**src/rtl/icv_pkg.sv**
```systemverilog
package icv_pkg;
    localparam int ICV_LINES     = 8;
    localparam int ICV_CASC_LINE = 2;
    localparam int ICV_VEC_W     = 8;

    // Where the vector returned by an acknowledge comes from
    typedef enum logic [1:0] {
        SRC_MST_LINE = 2'd0,
        SRC_MST_SPUR = 2'd1,
        SRC_SLV_LINE = 2'd2,
        SRC_SLV_SPUR = 2'd3
    } vec_src_t;
endpackage

```
**src/rtl/icv_prio.sv**
```systemverilog
// Rotating-priority resolver for one controller (combinational)
module icv_prio #(
    parameter int LINES = icv_pkg::ICV_LINES,
    localparam int LW = $clog2(LINES)
) (
    input  logic [LINES-1:0] req_i,
    input  logic [LINES-1:0] mask_i,
    input  logic [LINES-1:0] isr_i,
    input  logic [LW-1:0]    base_i,
    output logic             hit_o,
    output logic [LW-1:0]    line_o
);
    logic [LW-1:0] idx;
    logic [LW-1:0] p_req, p_isr;
    logic          has_req, has_isr;

    always_comb begin
        idx     = '0;
        p_req   = '0;
        p_isr   = '0;
        has_req = 1'b0;
        has_isr = 1'b0;
        // scan downward so the lowest rotated priority is kept last
        for (int p = LINES - 1; p >= 0; p--) begin
            idx = LW'(p) + base_i;
            if (req_i[idx] && !mask_i[idx]) begin
                has_req = 1'b1;
                p_req   = LW'(p);
            end
            if (isr_i[idx]) begin
                has_isr = 1'b1;
                p_isr   = LW'(p);
            end
        end
        hit_o  = has_req && (!has_isr || (p_req < p_isr));
        line_o = p_req + base_i;
    end
endmodule

```
**src/rtl/icv_unit.sv**
```systemverilog
// Request capture, in-service tracking and rotation base of one controller
module icv_unit #(
    parameter int LINES     = icv_pkg::ICV_LINES,
    parameter int HAS_CASC  = 0,
    parameter int CASC_LINE = icv_pkg::ICV_CASC_LINE,
    localparam int LW = $clog2(LINES)
) (
    input  logic             clk_i,
    input  logic             rst_ni,
    input  logic [LINES-1:0] raw_i,
    input  logic [LINES-1:0] lvl_i,
    input  logic [LINES-1:0] mask_i,
    input  logic             aeoi_i,
    input  logic             rot_i,
    input  logic             take_i,
    input  logic [LW-1:0]    take_line_i,
    output logic             hit_o,
    output logic [LW-1:0]    line_o
);
    typedef struct packed {
        logic [LINES-1:0] irr;
        logic [LINES-1:0] isr;
        logic [LINES-1:0] last;
        logic [LW-1:0]    base;
    } unit_state_t;

    unit_state_t st_d, st_q;

    always_comb begin
        st_d      = st_q;
        st_d.last = raw_i;
        for (int l = 0; l < LINES; l++) begin
            if (HAS_CASC != 0 && l == CASC_LINE) begin
                // cascade input arrives as a high-then-low pulse:
                // edge mode leaves it pending, level mode leaves it clear
                if (raw_i[l]) st_d.irr[l] = ~lvl_i[l];
            end else if (lvl_i[l]) begin
                st_d.irr[l] = raw_i[l];
            end else if (raw_i[l] && !st_q.last[l]) begin
                st_d.irr[l] = 1'b1;
            end
        end
        if (take_i) begin
            if (!lvl_i[take_line_i]) st_d.irr[take_line_i] = 1'b0;
            if (aeoi_i) begin
                if (rot_i) st_d.base = take_line_i + LW'(1);
            end else begin
                st_d.isr[take_line_i] = 1'b1;
            end
        end
    end

    always_ff @(posedge clk_i or negedge rst_ni) begin
        if (!rst_ni) st_q <= '0;
        else         st_q <= st_d;
    end

    icv_prio #(.LINES(LINES)) u_prio (
        .req_i  (st_q.irr),
        .mask_i (mask_i),
        .isr_i  (st_q.isr),
        .base_i (st_q.base),
        .hit_o  (hit_o),
        .line_o (line_o)
    );

    AST_TAKE_IS_WINNER: assert property (@(posedge clk_i) disable iff (!rst_ni)
        take_i |-> (hit_o && take_line_i == line_o));
    AST_TAKE_SETS_ISR: assert property (@(posedge clk_i) disable iff (!rst_ni)
        (take_i && !aeoi_i) |=> st_q.isr[$past(take_line_i)]);
    AST_EDGE_TAKE_CLEARS: assert property (@(posedge clk_i) disable iff (!rst_ni)
        (take_i && !lvl_i[take_line_i]) |=> !st_q.irr[$past(take_line_i)]);
    AST_AEOI_KEEPS_ISR: assert property (@(posedge clk_i) disable iff (!rst_ni)
        (take_i && aeoi_i) |=> (st_q.isr == $past(st_q.isr)));
endmodule

```
**src/rtl/icv_ack_vec.sv**
```systemverilog
// Cascaded acknowledge handling, vector generation and interrupt output
module icv_ack_vec #(
    parameter int LINES     = icv_pkg::ICV_LINES,
    parameter int CASC_LINE = icv_pkg::ICV_CASC_LINE,
    parameter int VEC_W     = icv_pkg::ICV_VEC_W,
    localparam int LW     = $clog2(LINES),
    localparam int BASE_W = VEC_W - LW,
    localparam int ALL_W  = 2 * LINES
) (
    input  logic              clk_i,
    input  logic              rst_ni,
    input  logic [LINES-1:0]  slv_irq_i,
    input  logic [LINES-2:0]  mst_irq_i,
    input  logic [ALL_W-1:0]  lvl_mode_i,
    input  logic [ALL_W-1:0]  mask_i,
    input  logic [BASE_W-1:0] mst_base_i,
    input  logic [BASE_W-1:0] slv_base_i,
    input  logic [1:0]        aeoi_i,
    input  logic [1:0]        rot_aeoi_i,
    input  logic              inta_i,
    output logic [VEC_W-1:0]  vec_o,
    output logic              vec_vld_o,
    output logic              int_o
);
    import icv_pkg::*;

    typedef struct packed {
        logic [VEC_W-1:0] vec;
        logic             vld;
        logic             irq;
    } out_state_t;

    out_state_t    out_d, out_q;
    logic [LINES-1:0] mst_raw;
    logic          m_hit, s_hit;
    logic [LW-1:0] m_line, s_line;
    logic          m_take, s_take;
    vec_src_t      src;
    logic [VEC_W-1:0] vec_sel;

    // master input vector with the slave's request spliced in at the cascade line
    for (genvar g = 0; g < LINES; g++) begin : g_mraw
        if (g < CASC_LINE) begin : g_lo
            assign mst_raw[g] = mst_irq_i[g];
        end else if (g == CASC_LINE) begin : g_casc
            assign mst_raw[g] = s_hit;
        end else begin : g_hi
            assign mst_raw[g] = mst_irq_i[g-1];
        end
    end

    icv_unit #(.LINES(LINES), .HAS_CASC(1), .CASC_LINE(CASC_LINE)) u_mst (
        .clk_i       (clk_i),
        .rst_ni      (rst_ni),
        .raw_i       (mst_raw),
        .lvl_i       (lvl_mode_i[LINES-1:0]),
        .mask_i      (mask_i[LINES-1:0]),
        .aeoi_i      (aeoi_i[0]),
        .rot_i       (rot_aeoi_i[0]),
        .take_i      (m_take),
        .take_line_i (m_line),
        .hit_o       (m_hit),
        .line_o      (m_line)
    );

    icv_unit #(.LINES(LINES), .HAS_CASC(0), .CASC_LINE(CASC_LINE)) u_slv (
        .clk_i       (clk_i),
        .rst_ni      (rst_ni),
        .raw_i       (slv_irq_i),
        .lvl_i       (lvl_mode_i[ALL_W-1:LINES]),
        .mask_i      (mask_i[ALL_W-1:LINES]),
        .aeoi_i      (aeoi_i[1]),
        .rot_i       (rot_aeoi_i[1]),
        .take_i      (s_take),
        .take_line_i (s_line),
        .hit_o       (s_hit),
        .line_o      (s_line)
    );

    always_comb begin
        src = SRC_MST_SPUR;
        if (m_hit) begin
            if (m_line == LW'(CASC_LINE)) src = s_hit ? SRC_SLV_LINE : SRC_SLV_SPUR;
            else                          src = SRC_MST_LINE;
        end
        case (src)
            SRC_MST_LINE: vec_sel = {mst_base_i, m_line};
            SRC_SLV_LINE: vec_sel = {slv_base_i, s_line};
            SRC_SLV_SPUR: vec_sel = {slv_base_i, {LW{1'b1}}};
            default:      vec_sel = {mst_base_i, {LW{1'b1}}};
        endcase
        m_take = inta_i && m_hit;
        s_take = inta_i && (src == SRC_SLV_LINE);

        out_d     = out_q;
        out_d.vld = inta_i;
        out_d.irq = !inta_i && m_hit;
        if (inta_i) out_d.vec = vec_sel;
    end

    always_ff @(posedge clk_i or negedge rst_ni) begin
        if (!rst_ni) out_q <= '0;
        else         out_q <= out_d;
    end

    assign vec_o     = out_q.vec;
    assign vec_vld_o = out_q.vld;
    assign int_o     = out_q.irq;

    AST_VLD_FOLLOWS_ACK: assert property (@(posedge clk_i) disable iff (!rst_ni)
        inta_i |=> vec_vld_o);
    AST_NO_VLD_WITHOUT_ACK: assert property (@(posedge clk_i) disable iff (!rst_ni)
        !inta_i |=> !vec_vld_o);
    AST_IRQ_LOW_ON_VEC: assert property (@(posedge clk_i) disable iff (!rst_ni)
        vec_vld_o |-> !int_o);
    AST_MST_SPUR_VEC: assert property (@(posedge clk_i) disable iff (!rst_ni)
        (inta_i && !m_hit) |=> (vec_o == {$past(mst_base_i), {LW{1'b1}}}));
    AST_SLV_SPUR_VEC: assert property (@(posedge clk_i) disable iff (!rst_ni)
        (inta_i && m_hit && m_line == LW'(CASC_LINE) && !s_hit)
        |=> (vec_o == {$past(slv_base_i), {LW{1'b1}}}));
endmodule

```
**config.mk**
```make
export PLATFORM = sky130hd
export DESIGN_NAME = icv_ack_vec
export DESIGN_NICKNAME = d
export VERILOG_FILES = /design/src/rtl/icv_pkg.sv /design/src/rtl/icv_prio.sv /design/src/rtl/icv_unit.sv /design/src/rtl/icv_ack_vec.sv
export SDC_FILE = /design/constraint.sdc
export NUM_CORES = 1
export LEC_CHECK = 0
export BUFFER_PORTS_ARGS = -buffer_cell sky130_fd_sc_hd__buf_2
export CORE_MARGIN = 4
export CORE_UTILIZATION = 53
export CTS_CLUSTER_DIAMETER = 30
export DETAILED_ROUTE_END_ITERATION = 16
export PLACE_DENSITY_LB_ADDON = 0.08
export SLEW_MARGIN = 20
export SYNTH_ARGS = -nofsm -noshare
export SYNTH_HDL_FRONTEND = slang
export SYNTH_SLANG_ARGS = --single-unit
```
**constraint.sdc**
```tcl
create_clock -name clk_i -period 4.2 [get_ports clk_i]
set_input_delay 0.63 -clock clk_i [delete_from_list [all_inputs] [get_ports clk_i]]
set_output_delay 0.63 -clock clk_i [all_outputs]
set_load 0.05 [all_outputs]
```
==> metrics.txt, run 1 <==
share of layout cells above drive strength 1=0.395; chip width=105 um; Mean Syn Cell Area=10.2 um^2; Synth-to-Final Area Change=26.4%; Hold Violations, Final=0; clk_lat worst skew=340 ps; Critical Path RT=4450 ps; WP data arrival=4490 ps; run status=finished with violations; Placer Congestion=0.889; Fillers=703; Final Util=0.687; Remaining DRCs=0; YS warnings=0; Ant. Diodes=0; Antenna Nets Post-Route=0; HPWL after DPL=10.2 mm; die area=11100 um^2; first-pass GRT wire length=21.4 mm; Slew @ Worst Pin=797 ps; initial antenna violation count=0; Syn Nets=571; fmax=236 MHz; CTS Buffer Depth=2; clock tree sinks=63; IO Port Bufs=73; asr flop ratio synth=1.00; Synth cell types=70; startpoint types=register; CTS tree=built; post-route clock period utilization=1.01; vias per cell=5.85; CP peak stage delay=520 ps; Starting Density=0.543; sequential-to-total area share from yosys stat=0.314; Yosys reg bits=63; core footprint=9240 um^2; I/O pin count=74; final slew viol count=0; CTS H-Tree Depth=3; Crit Path Class=register to register; initial detailed-routing violation count=218; post-synthesis cell count=492; fin area=6340 um^2; Top delay family on crit path=simple AND/OR/NAND/NOR gates; CP max stage cell=mux4_2; WP buf/inv=6; gr ovfl total=0; Reg clk slew, reported paths=70 ps; routed vias=4394; RSZ-0062 raised after global routing=yes; total iterations of the first detailed-routing run=4; Tmin final=4240 ps; final setup margin=-41.6 ps; Final setup viols=3; Routed WL=13.1 mm; top layer in use=met4; hold crit path type=primary input to async pin; vias in the first global route=4388; clock root cell=clkbuf_8; worst clock skew=9.99 ps; metal3 WL=874 um; failing checks=negative setup slack; Netlist Area Pre-Place=5020 um^2; placed cell area=5910 um^2; Primary FF master, synth=dfrtp_1; Cells after DPL=731; non-filler instance count after layout=751; number of buffers created by CTS=9; GRT Total Usage=0.239; wire per inst=17.4 um; worst-path fanout max=6; # rows=35; largest net degree at the start of global routing=34; Nets=699; DIE HEIGHT=105 um; cells along the critical path=clkinv_4, ha_4, buf_6, mux4_2, nor2_2, o21a_1, nor3b_2, or3_4, buf_4, fa_1, inv_2, ha_4, inv_1, a211oi_2, o21ai_2, nor4b_4, buf_4, mux2i_1; CP endpoint kind=register; Worst slew margin=0.469; Post-synth EDFFs=0; max_cap viols=0; metal2 WL=6.08 mm; M1 WL=5.87 mm
-- layout by cell type, fill, tap and decap left out, types with 3 or more instances in the layout --
cell / n
buf_2: 73
dfrtp_1: 61
buf_4: 54
inv_1: 41
nor2_1: 37
a21oi_1: 33
mux4_2: 32
nand2_1: 28
mux2i_1: 24
nor2b_1: 22
a21o_1: 14
mux2_2: 12
clkbuf_8: 12
o31a_1: 11
ha_1: 9
nor4bb_1: 8
nand3_1: 8
o21ai_0: 7
nor3_1: 6
nand4_1: 6
buf_6: 6
xor2_1: 5
and4b_1: 4
nor4b_1: 4
xnor2_1: 4
o211ai_1: 4
or2_2: 4
a31o_2: 4
mux2_4: 3
xnor2_2: 3
o32ai_1: 3
o21a_1: 3
ha_4: 3
-- metrics by stage --
| stage | hold slack, ps | setup TNS, ps | setup slack (ps) |
|---|---|---|---|
| after floorplan | 334 | 0 | 4.85 |
| after global placement | 466 | -234 | -42.4 |
| after detailed placement | 466 | -1640 | -125 |
| after CTS | 393 | 0 | 5.06 |
| after global routing | 401 | -3670 | -228 |
| final | 367 | -120 | -41.6 |
-- layout make-up --
| cell class | instances | area [um^2] | area share |
|---|---|---|---|
| Clock inverter | 1 | 5.00 | 0.000789 |
| Sequential cell | 63 | 1580 | 0.249 |
| Multi-Input combinational cell | 368 | 3410 | 0.537 |
| Timing Repair Buffer | 134 | 858 | 0.135 |
| Inverter | 44 | 170 | 0.0268 |
| Tap cell | 129 | 161 | 0.0254 |
| Clock buffer | 12 | 165 | 0.0260 |
-- cell usage after synthesis, types with 3 or more instances --
master	instances	area, um^2
dfrtp_1	63	1580
inv_1	43	161
nor2_1	39	146
a21oi_1	33	165
mux4_2	32	721
nand2_1	30	113
mux2i_1	25	250
nor2b_1	22	138
a21o_1	14	105
ha_1	13	163
mux2_2	13	146
o31a_1	11	96.3
nand3_1	9	45.0
clkbuf_1	8	30.0
nor4bb_1	8	80.1
o21ai_0	7	35.0
nand4_1	6	37.5
nor3_1	6	30.0
xnor2_1	6	52.6
xor2_1	5	43.8
a31o_2	4	35.0
and4b_1	4	40.0
nor4b_1	4	35.0
o211ai_1	4	30.0
o31ai_1	4	30.0
or2_2	4	25.0
a221oi_1	3	26.3
a31oi_1	3	18.8
buf_2	3	15.0
buf_4	3	22.5
nor3b_1	3	22.5
nor4_1	3	18.8
o21a_1	3	22.5
o32ai_1	3	26.3
-- flip-flops by register name, summed over array words and instances, names as in the netlist --
name,count
u_mst.st_q,26
vec_vld_o,1
int_o,1
u_slv.st_q,27
vec_o,8
-- repair_timing --
item                                   in CTS  in global routing
gates cloned                                0                  0
gates resized for setup                     8                 36
endpoints found under the hold margin       0                  0
setup endpoints to repair                  18                 40
pin swaps                                   3                 15
setup buffers                               1                  6
hold buffers                                0                  0
-- routing by layer --
| layer | track usage | vias to the layer above |
|---|---|---|
| met2 | 0.369 | 142 |
| met4 | 0.0843 | 0 |
| met1 | 0.345 | 2129 |
| met5 | 0 | - |
| li1 | - | 2102 |
| met3 | 0.0361 | 21 |
-- kinds of logic (layout without fill, tap and decap cells) --
group,Yosys count,count (layout),share of synthesized area
AND/OR/NAND/NOR,156,156,0.181
AO/OA/AOI/OAI,112,112,0.161
multiplexers,72,72,0.227
flip-flops,63,63,0.314
buffers and inverters,61,191,0.0501
adder cells (fa/ha/maj),15,15,0.0404
XOR/XNOR,13,13,0.0257
-- worst paths after layout --
check                              start       endpoint  slack [ps]  cells past startpoint
setup / recovery           u_mst.st_q[0]  u_slv.st_q[0]         -40                     18
hold / removal                    rst_ni          int_o         370                      1
setup reg to reg           u_mst.st_q[0]  u_slv.st_q[0]         -40                     18
hold reg to reg                 vec_o[7]       vec_o[7]         480                      2
max in group asynchronous         rst_ni  u_slv.st_q[0]        2910                      2
min in group clk_i          mst_irq_i[2]  u_mst.st_q[6]         400                      1
Power of run 1 is left out: the tool's default activity adds up to more than one toggle a clock period on the data nets, which glitch-free logic cannot reach.
==> inputs of run 2 (changes only) <==
CORE_MARGIN = unset   (was 4)
MAX_ROUTING_LAYER = met4   (was unset)
==> run 2 against run 1 <==
The run still ends with negative setup slack left. Fmax up 0.25%. Register-to-register slack barely moved. Wire length rose by 5.6%. Clock-buffer cell count fell by 2. Critical path type unchanged. Highest routed layer unchanged.
==> metrics.txt, run 2 (same netlist as run 1, synthesis figures left out) <==
Synth-to-Final Area Change=29.9%; Hold Violations, Final=0; vias in the first global route=4324; final setup margin=-30.9 ps; Reg clk slew, reported paths=70 ps; Fin Setup TNS=-64.1 ps; CTS Buffer Depth=2; Reg2Reg Setup Slack=-30 ps; final slew viol count=0; max_cap viols=0; Critical Path RT=4440 ps; worst clock skew=10.7 ps; footprint of the multi-input gates=3470 um^2; Most flops, register=u_slv.st_q; Antenna Nets Post-Route=0; Final setup viols=4; Cells after DPL=720; CTS H-Tree Depth=3; core footprint=9200 um^2; fmax=236 MHz; # rows=35; sequential standard cell area=1580 um^2; Starting Density=0.546; clock tree sinks=63; Fillers=672; first-pass GRT wire length=21.6 mm; Placer Congestion=0.990; non-filler instance count after layout=748; Worst slew margin=0.625; Ant. Diodes=0; initial detailed-routing violation count=265; Slew @ Worst Pin=563 ps; worst slack, placed=-179 ps; RSZ-0062 raised after global routing=yes; WP data arrival=4470 ps; commonest cells after routing, fill and taps aside=buf_2 (72), buf_4 (67), dfrtp_1 (59); share of layout cells above drive strength 1=0.421; die area=9870 um^2; GRT Total Usage=0.293; Nets=712; Remaining DRCs=0; Final Util=0.709; largest net degree at the start of global routing=44; Largest register FFs=27; post-route clock period utilization=1.01; total iterations of the first detailed-routing run=5; routed vias=4582; hold crit path type=primary input to async pin; gr ovfl total=0; initial antenna violation count=0; Tmin final=4230 ps; CTS tree=built; worst-path fanout max=5; clk_lat worst skew=360 ps; DIE HEIGHT=99.3 um; clock root cell=clkbuf_8; failing checks=negative setup slack; run status=finished with violations; HPWL after DPL=10.5 mm; startpoint types=register; IO Port Bufs=73; Crit Path Class=register to register; Routed WL=13.8 mm; commonest non-fill, non-tap cell in the layout=buf_2; I/O pin count=74; wire per inst=18.5 um; CP endpoint kind=register; chip width=99.3 um; vias per cell=6.13; number of buffers created by CTS=9
[run 2: cell count changes in the layout (fill, tap and decap cells not counted), sizes merged]
cell	previous run	this run
clkinv	2	1
bufinv	0	1
clkinvlp	0	2
buf	134	147
clkbuf	12	10
inv	43	45
[run 2: cell type report]
type | count | share of cell area
Clock buffer | 10 | 0.0196
Clock inverter | 5 | 0.00902
Inverter | 44 | 0.0257
Multi-Input combinational cell | 368 | 0.532
Sequential cell | 63 | 0.243
Tap cell | 111 | 0.0213
Timing Repair Buffer | 147 | 0.150
[run 2: per-layer routing]
layer	vias to the layer above	GRT usage	wire length (um)
li1	2131	-	-
met2	181	0.439	6430
met4	0	0.0894	241
met1	2242	0.423	6310
met5	-	-	0
met3	28	0.0316	833
[run 2: path summary, 6_finish.rpt]
path | cells after the start | startpoint | end
worst max-delay path | 19 | u_mst.st_q[0] | u_slv.st_q[24]
max in group asynchronous | 2 | rst_ni | u_slv.st_q[1]
worst max register to register | 19 | u_mst.st_q[0] | u_slv.st_q[24]
worst min register to register | 2 | vec_o[3] | vec_o[3]
min in group clk_i | 1 | slv_irq_i[2] | u_slv.st_q[5]
worst min-delay path | 1 | rst_ni | u_mst.st_q[0]
[run 2: worst max-delay path, stage by stage, from the launching register on]
cell and delay, ps:
dfrtp_1 430, inv_2 120, buf_12 130, mux2_4 300, mux4_2 500, nor2_1 110, o21a_1 150, nor3b_2 50
or3_4 410, inv_4 70, ha_4 190, o21a_1 190, nor2_2 120, a31oi_4 70, nand2_1 110, o21ai_2 80
a2111oi_4 420, nand4_1 200, buf_6 180, o31a_1 270
[run 2: what timing repair did]
item / CTS / global route
pin swaps: 4 / 26
resized for setup: 23 / 37
endpoints found under the setup margin: 39 / 41
cloned: 0 / 0
buffers inserted: 2 / 11
hold buffers: 0 / 0
hold endpoints to repair: 0 / 0
[run 2: stage by stage]
step / hold WS [ps] / area [um^2]
2_1_floorplan: 334 / 5070
3_3_place_gp: 461 / 5950
3_5_place_dp: 466 / 5950
4_1_cts: 387 / 6250
5_1_grt: 317 / 6520
6_report: 251 / 6520
Power of run 2 is left out for the same reason.
==> inputs of run 3 (changes only) <==
SETUP_SLACK_MARGIN = 0.4   (was unset)
==> run 3 against run 2 <==
The flow now finishes without violations. Worst hold slack better by 56 ps. First-iteration DRC count down 27%. Non-clock buffer count down 1. Flip-flop and latch count unchanged. Via count down 0.20%. Die area unchanged. Setup slack better by 92 ps. Critical path depth down 1. Critical path type unchanged. Fmax up 2.2%. Cell count unchanged. Core utilization up 2.4 points. Wire length down 0.28%.
==> metrics.txt, run 3 (same netlist as run 1, synthesis figures left out) <==
largest net degree at the start of global routing=35; Ant. Diodes=0; worst clock skew=11.2 ps; final slew viol count=0; Tmin final=4140 ps; Fillers=632; clk_lat worst skew=350 ps; CP max stage cell=mux4_2; share of layout cells above drive strength 1=0.457; CP endpoint kind=register; Synth-to-Final Area Change=34.2%; RSZ-0062 raised after global routing=yes; worst-path fanout max=8; CTS tree=built; I/O pin count=74; footprint of the multi-input gates=3650 um^2; fmax=242 MHz; post-route clock period utilization=0.986; CP peak stage delay=560 ps; GRT Total Usage=0.292; total iterations of the first detailed-routing run=5; initial antenna violation count=0; startpoint types=register; commonest cells after routing, fill and taps aside=buf_2 (74), dfrtp_1 (59), buf_4 (57); initial detailed-routing violation count=193; clock tree sinks=63; cells along the critical path=clkinv_4, ha_4, mux4_2, nor2_2, o21a_1, nor3b_2, or3_4, inv_2, ha_4, o21a_1, nor2_2, a31oi_4, nand2_1, o21ai_2, a2111oi_4, buf_4, nand2_8, o31a_1; run status=finished clean; Starting Density=0.546; Most flops, register=u_slv.st_q; Critical Path RT=4430 ps; WP buf/inv=3; Placer Congestion=0.850; vias per cell=6.11; # rows=35; max_cap viols=0; CTS Buffer Depth=2; Largest register FFs=27; Remaining DRCs=0; Crit Path Class=register to register; routed vias=4573; wire per inst=18.4 um; number of buffers created by CTS=9; die area=9870 um^2; core footprint=9200 um^2; Top delay family on crit path=compound AO/OA/AOI/OAI gates; commonest non-fill, non-tap cell in the layout=buf_2; sequential standard cell area=1580 um^2; chip width=99.3 um; IO Port Bufs=73; Worst slew margin=0.556; first-pass GRT wire length=21.7 mm; DIE HEIGHT=99.3 um; Nets=711; Fin Setup TNS=0 ps; Hold Violations, Final=0; Slew @ Worst Pin=666 ps; Reg clk slew, reported paths=70 ps; HPWL after DPL=9.84 mm; Routed WL=13.8 mm; vias in the first global route=4616; Final setup viols=0; CTS H-Tree Depth=3; Antenna Nets Post-Route=0; gr ovfl total=0; hold crit path type=primary input to async pin; clock root cell=clkbuf_8; WP data arrival=4370 ps
-- run 3: cell count changes in the layout (fill, tap and decap cells not counted), sizes merged --
cell / change
inv: -2
buf: -1
clkbuf: +3
clkinvlp: -2
clkinv: +1
bufinv: +1
-- run 3: routing by layer --
metal,part of all wire,up-vias,track usage
met5,0,-,-
met4,0.031,0,0.136
met3,0.038,39,0.0358
met2,0.55,145,0.525
met1,0.39,2252,0.324
li1,-,2137,-
-- run 3: layout make-up --
cell class | count | share of cell area
clock buffer | 13 | 0.0236
tap | 111 | 0.0206
multi-input combinational | 368 | 0.542
sequential | 63 | 0.235
clock inverter | 3 | 0.00966
timing repair buffer | 146 | 0.144
inverter | 44 | 0.0253
-- run 3: final timing paths --
check / startpoint / end / slack, ps / cells past startpoint
setup reg to reg: u_mst.st_q[0] / u_mst.st_q[25] / 60 / 18
hold / removal: rst_ni / u_slv.st_q[16] / 310 / 1
hold reg to reg: vec_o[4] / vec_o[4] / 500 / 2
min in group clk_i: slv_irq_i[1] / u_slv.st_q[4] / 390 / 1
setup / recovery: u_mst.st_q[0] / u_mst.st_q[25] / 60 / 18
max in group asynchronous: rst_ni / u_mst.st_q[0] / 2960 / 2
-- run 3: repair_timing --
| item | CTS | global route |
|---|---|---|
| hold buffers | 0 | 0 |
| buffers inserted | 27 | 5 |
| pin swaps | 15 | 21 |
| resized for setup | 53 | 33 |
| cloned | 2 | 1 |
| setup endpoints to repair | 46 | 47 |
-- run 3: per-stage QoR --
| step | util | cell area, um^2 | cells | hold slack, ps | setup slack, ps |
|---|---|---|---|---|---|
| 6_report | 0.733 | 6740 | 748 | 307 | 60.6 |
| 5_1_grt | 0.733 | 6740 | 748 | 360 | -107 |
| 3_5_place_dp | 0.638 | 5870 | 697 | 473 | -97.1 |
| 2_1_floorplan | - | 5210 | 492 | 334 | 182 |
| 4_1_cts | 0.709 | 6520 | 742 | 325 | 201 |
| 3_3_place_gp | 0.638 | 5870 | 697 | 465 | -2.89 |
Power of run 3 is left out for the same reason.
